File: src/rtl/mcc_pkg.sv
package mcc_pkg;

    localparam int OPC_W   = 6;
    localparam int STATE_W = 4;

    localparam logic [OPC_W-1:0] OPC_LOAD  = 6'h23;
    localparam logic [OPC_W-1:0] OPC_STORE = 6'h2B;
    localparam logic [OPC_W-1:0] OPC_RR    = 6'h00;
    localparam logic [OPC_W-1:0] OPC_BEQ   = 6'h04;
    localparam logic [OPC_W-1:0] OPC_JUMP  = 6'h02;

    typedef enum logic [STATE_W-1:0] {
        ST_FETCH  = 4'd0,
        ST_DECODE = 4'd1,
        ST_MADDR  = 4'd2,
        ST_LDRD   = 4'd3,
        ST_LDWB   = 4'd4,
        ST_STWR   = 4'd5,
        ST_RREX   = 4'd6,
        ST_RRWB   = 4'd7,
        ST_BREQ   = 4'd8,
        ST_JUMP   = 4'd9
    } ctl_state_e;

    typedef struct packed {
        logic       mem_rd;
        logic       mem_wr;
        logic       addr_sel;
        logic       ir_load;
        logic       pc_load;
        logic       pc_load_if_eq;
        logic [1:0] pc_src;
        logic       opa_sel;
        logic [1:0] opb_sel;
        logic [1:0] alu_class;
        logic       rf_write;
        logic       dst_sel;
        logic       wb_sel;
    } ctl_word_t;

endpackage

File: src/rtl/mcc_state_reg.sv
module mcc_state_reg
    import mcc_pkg::*;
(
    input  logic       clk,
    input  logic       rst,
    input  ctl_state_e nxt,
    output ctl_state_e cur
);
    always_ff @(posedge clk) begin
        if (rst) cur <= ST_FETCH;
        else     cur <= nxt;
    end
endmodule

File: src/rtl/mcc_next_state.sv
module mcc_next_state
    import mcc_pkg::*;
(
    input  ctl_state_e       cur,
    input  logic [OPC_W-1:0] opcode,
    output ctl_state_e       nxt
);
    always_comb begin
        unique case (cur)
            ST_FETCH:  nxt = ST_DECODE;
            ST_DECODE: begin
                if (opcode == OPC_LOAD || opcode == OPC_STORE) nxt = ST_MADDR;
                else if (opcode == OPC_RR)                     nxt = ST_RREX;
                else if (opcode == OPC_BEQ)                    nxt = ST_BREQ;
                else if (opcode == OPC_JUMP)                   nxt = ST_JUMP;
                else                                           nxt = ST_FETCH;
            end
            ST_MADDR:  nxt = (opcode == OPC_STORE) ? ST_STWR : ST_LDRD;
            ST_LDRD:   nxt = ST_LDWB;
            ST_RREX:   nxt = ST_RRWB;
            ST_LDWB, ST_STWR, ST_RRWB, ST_BREQ, ST_JUMP: nxt = ST_FETCH;
            default:   nxt = ST_FETCH;
        endcase
    end
endmodule

File: src/rtl/mcc_out_decode.sv
module mcc_out_decode
    import mcc_pkg::*;
(
    input  ctl_state_e cur,
    output ctl_word_t  cw
);
    always_comb begin
        cw = '0;
        unique case (cur)
            ST_FETCH: begin
                cw.mem_rd  = 1'b1;
                cw.ir_load = 1'b1;
                cw.pc_load = 1'b1;
                cw.opb_sel = 2'b01;
            end
            ST_DECODE: cw.opb_sel = 2'b11;
            ST_MADDR: begin
                cw.opa_sel = 1'b1;
                cw.opb_sel = 2'b10;
            end
            ST_LDRD: begin
                cw.mem_rd   = 1'b1;
                cw.addr_sel = 1'b1;
            end
            ST_LDWB: begin
                cw.rf_write = 1'b1;
                cw.wb_sel   = 1'b1;
            end
            ST_STWR: begin
                cw.mem_wr   = 1'b1;
                cw.addr_sel = 1'b1;
            end
            ST_RREX: begin
                cw.opa_sel   = 1'b1;
                cw.alu_class = 2'b10;
            end
            ST_RRWB: begin
                cw.rf_write = 1'b1;
                cw.dst_sel  = 1'b1;
            end
            ST_BREQ: begin
                cw.opa_sel       = 1'b1;
                cw.alu_class     = 2'b01;
                cw.pc_load_if_eq = 1'b1;
                cw.pc_src        = 2'b01;
            end
            ST_JUMP: begin
                cw.pc_load = 1'b1;
                cw.pc_src  = 2'b10;
            end
            default: cw = '0;
        endcase
    end
endmodule

File: src/rtl/mcc_ctrl.sv
module mcc_ctrl
    import mcc_pkg::*;
(
    input  logic             clk,
    input  logic             rst,
    input  logic [OPC_W-1:0] opcode,
    output logic             mem_rd,
    output logic             mem_wr,
    output logic             addr_sel,
    output logic             ir_load,
    output logic             pc_load,
    output logic             pc_load_if_eq,
    output logic [1:0]       pc_src,
    output logic             opa_sel,
    output logic [1:0]       opb_sel,
    output logic [1:0]       alu_class,
    output logic             rf_write,
    output logic             dst_sel,
    output logic             wb_sel
);
    ctl_state_e cur_q;
    ctl_state_e nxt_d;
    ctl_word_t  cw;

    mcc_state_reg u_state (.clk(clk), .rst(rst), .nxt(nxt_d), .cur(cur_q));
    mcc_next_state u_next (.cur(cur_q), .opcode(opcode), .nxt(nxt_d));
    mcc_out_decode u_out (.cur(cur_q), .cw(cw));

    assign mem_rd        = cw.mem_rd;
    assign mem_wr        = cw.mem_wr;
    assign addr_sel      = cw.addr_sel;
    assign ir_load       = cw.ir_load;
    assign pc_load       = cw.pc_load;
    assign pc_load_if_eq = cw.pc_load_if_eq;
    assign pc_src        = cw.pc_src;
    assign opa_sel       = cw.opa_sel;
    assign opb_sel       = cw.opb_sel;
    assign alu_class     = cw.alu_class;
    assign rf_write      = cw.rf_write;
    assign dst_sel       = cw.dst_sel;
    assign wb_sel        = cw.wb_sel;
endmodule

File: config.mk
export PLATFORM = sky130hd
export DESIGN_NAME = mcc_ctrl
export DESIGN_NICKNAME = d
export VERILOG_FILES = /design/src/rtl/mcc_pkg.sv /design/src/rtl/mcc_state_reg.sv /design/src/rtl/mcc_next_state.sv /design/src/rtl/mcc_out_decode.sv /design/src/rtl/mcc_ctrl.sv
export SDC_FILE = /design/constraint.sdc
export NUM_CORES = 1
export LEC_CHECK = 0
export CAP_MARGIN = 20
export CORE_AREA = 2 2 39 41
export CTS_CLUSTER_DIAMETER = 60
export CTS_CLUSTER_SIZE = 30
export DETAILED_ROUTE_END_ITERATION = 6
export DIE_AREA = 0 0 41 43
export PLACE_DENSITY = 0.66
export SYNTH_ARGS = -nofsm -noshare
export SYNTH_HDL_FRONTEND = slang
export SYNTH_SLANG_ARGS = --single-unit
File: constraint.sdc
create_clock -name clk -period 1.29 [get_ports clk]
set_input_delay 0.3225 -clock clk [delete_from_list [all_inputs] [get_ports clk]]
set_output_delay 0.3225 -clock clk [all_outputs]
set_load 0.01 [all_outputs]
==> results.md <==
- Smallest setup slack after layout: -0.195 ns
- I/O pin count: 24
- Power share of the clock group: 0.368
- Worst skew pair latency: 0.25 ns
- Most used cells in the layout excluding fill and tap cells: buf_6 (16), buf_2 (13), buf_4 (9)
- Largest net degree at the start of global routing: 8
- Number of nets in the finished design: 108
- Pwr dens: 485 mW/mm2
- Number of standard cells after synthesis: 55
- Unrepaired setup endpoints after global routing: true
- Detailed Routing Iterations Pass 1: 4
- Wire length the detailed router placed on met1: 553 um
- Clock Tree Buf Depth: 2
- Summed negative setup slack over all endpoints: -2.12 ns
- Cell internal power dissipation: 314 uW
- Ratio of final minimum period to clock period: 1.15
- Clock buffers created by TritonCTS: 3
- Clock tree from TritonCTS: yes
- CTS sink cnt: 4
- Hold crit path type: in -> reg
- Run status: complete, but fails checks
- Net Sw Frac: 0.304
- Maximum fanout count along the critical path: 6
- Commonest non-fill, non-tap cell in the layout: buf_6
- Met2 routed WL: 719 um
- Antenna-violating nets left: 0
- Site row count: 14
- Required arrival time at the worst endpoint: 0.97 ns
- Area of the core region: 0.00138 mm2
- Slew of the pin with the lowest slew margin: 0.260 ns
- Largest registers: u_state.cur: 4 flops
- Number of distinct library cells after synthesis: 30
- Fmax: 673 MHz
- Arrival time of the worst setup path: 1.16 ns
- Critical path start-end classification: reg -> out
- Die span in y: 43 um
- Setup skew after layout: 0.0106 ns
- Sequential cell area fraction in the yosys report: 0.196
- Global-route wire length before repair: 2.10 mm
- Average vias per placed instance: 5.02
- Antenna cell count: 0
- Dominant cell type by area after synthesis: dfxtp_1
- Power share of the sequential group: 0.285
- CP Launch Point: u_state.cur[1]
- Via count of the routed design: 572
- Yosys warnings: 0
- Horiz. Die Dim: 41 um
- Tmin final: 1.48 ns
- Dpl ws: -0.443 ns
- Cell leakage power: 0.000390 uW
- Number of port buffers: 23
- Top-area cell type share of the netlist area: 0.196
- Top register by number of flip-flops: u_state.cur
- Number of max-slew violations in the final report: 0
- Endpoint kind of the worst setup timing path: output port
- Number of failing setup endpoints in the final timing report: 16
- Max Cap Violations: 0
- Nets in the synthesized netlist: 63
- Antenna violations before repair: 0
- Worst Hold Launch: opcode[4]
- Combinational power share: 0.347
- Synth-to-Final Area Change: 128%
- Worst IR Drop VDD: 602 uV
- Area used by sequential logic in the layout: 95.1 um2
- Number of remaining DRC errors: 0
- Number of global-route vias before repair: 519
- Element type at the critical path start: flip-flop
- Gp weighted congestion: 0.752
- Effective utilization at floorplan: 0.295
- Highest metal layer with signal wires: met4
- Detailed Route WL: 1.41 mm
- Final Hold Viols: 0
- Clock tree root driver cell: clkbuf_4
- Residual overflow from global routing: 0
- Number of DRC markers after the initial detailed-route iteration: 4
- Placed wire-length estimate: 1.03 mm
- Footprint of the multi-input gates: 404 um2
- Number of flip-flops under the largest register name: 4
- CTS clock-pin slew for the worst setup and hold paths: 0.03 ns
- Sw Pwr: 137 uW
- Max transition margin: 0.825
- Register bit total from synthesis: 4
- Violations in the final reports: negative setup slack
- Largest cells by area after synthesis: dfxtp_1 (20%), nor3_1 (8.6%), nor2_1 (5.5%)
- Routed length per instance: 12.3 um
- Netlist Area Pre-Place: 408 um2
- Number of inserted filler cells in the final layout: 130
- Layout cells sized above 1: 0.673
- Worst-case hold slack: 0.663 ns
- Beginning of the worst register-to-register path: u_state.cur[3]
- Syn avg cell area: 7.42 um2
- H-tree depth: 1
- Amount of wire on met3 after detailed routing: 94 um
- All-layer global routing usage: 0.183
- Die footprint: 0.00176 mm2
-- synth_stat cells, drive strengths merged --
cell type and count:
xor2 2, nand4 1, inv 2, and2b 1, nand2 2, dfxtp 4
o22ai 1, xnor2 1, nand2b 4, a2111o 1, a211oi 2, o21ai 1
nor4 3, o211ai 1, and3 1, o21bai 1, nand3 1, buf 5
and4 1, nor3 7, a21oi 2, a311o 1, a211o 1, nor2 6
nor3b 3
-- metrics by stage --
stage	utilization	total power, uW	instances	cell area, um2
2_1_floorplan	-	189	55	413
3_3_place_gp	0.552	269	107	764
3_5_place_dp	0.552	270	107	764
4_1_cts	0.619	436	112	857
5_1_grt	0.672	475	114	930
6_report	0.672	451	114	930
-- power by group through the flow --
stage          combinational, uW  sequential, uW  clock (uW)
2_1_floorplan               56.3             133           0
3_3_place_gp                 135             134           0
3_5_place_dp                 136             134           0
4_1_cts                      143             129         163
5_1_grt                      167             130         179
6_report                     156             129         166
-- worst max-delay path, cell delays in order, from the launching register on --
cell and delay [ns]:
dfxtp_4 0.36, buf_6 0.13, nor3_4 0.17, o21bai_1 0.12, buf_2 0.14
-- per-layer routing --
metal	vias up	GRT usage
li1	292	-
met1	252	0.184
met2	24	0.316
met3	4	0.0314
met4	0	0.120
met5	-	0
-- area by class of cell --
class	count	area share
inverter	2	0.00808
timing repair buffer	45	0.409
sequential	4	0.102
multi-input combinational	44	0.435
clock buffer	3	0.0242
tap	16	0.0215
-- worst paths after layout --
path                            cells past startpoint  slack [ns]              to
worst max register to register                      5        0.02  u_state.cur[2]
worst min register to register                      4        0.77  u_state.cur[2]
worst min-delay path                                4        0.66  u_state.cur[2]
worst max-delay path                                4       -0.19         opa_sel
-- cells by family after synthesis --
group,count (synthesis),synth area share
buf+inv,7,0.101
xor+xnor,3,0.0644
simple gates,30,0.439
compound gates,11,0.199
flops,4,0.196
-- what timing repair did --
action | CTS | global route
hold buffers | 0 | 0
setup endpoints to repair | 19 | 19
buffers inserted | 3 | 3
gates resized for setup | 101 | 12
pin swaps | 5 | 10
Note: power is estimated with default switching activity, not from simulation.
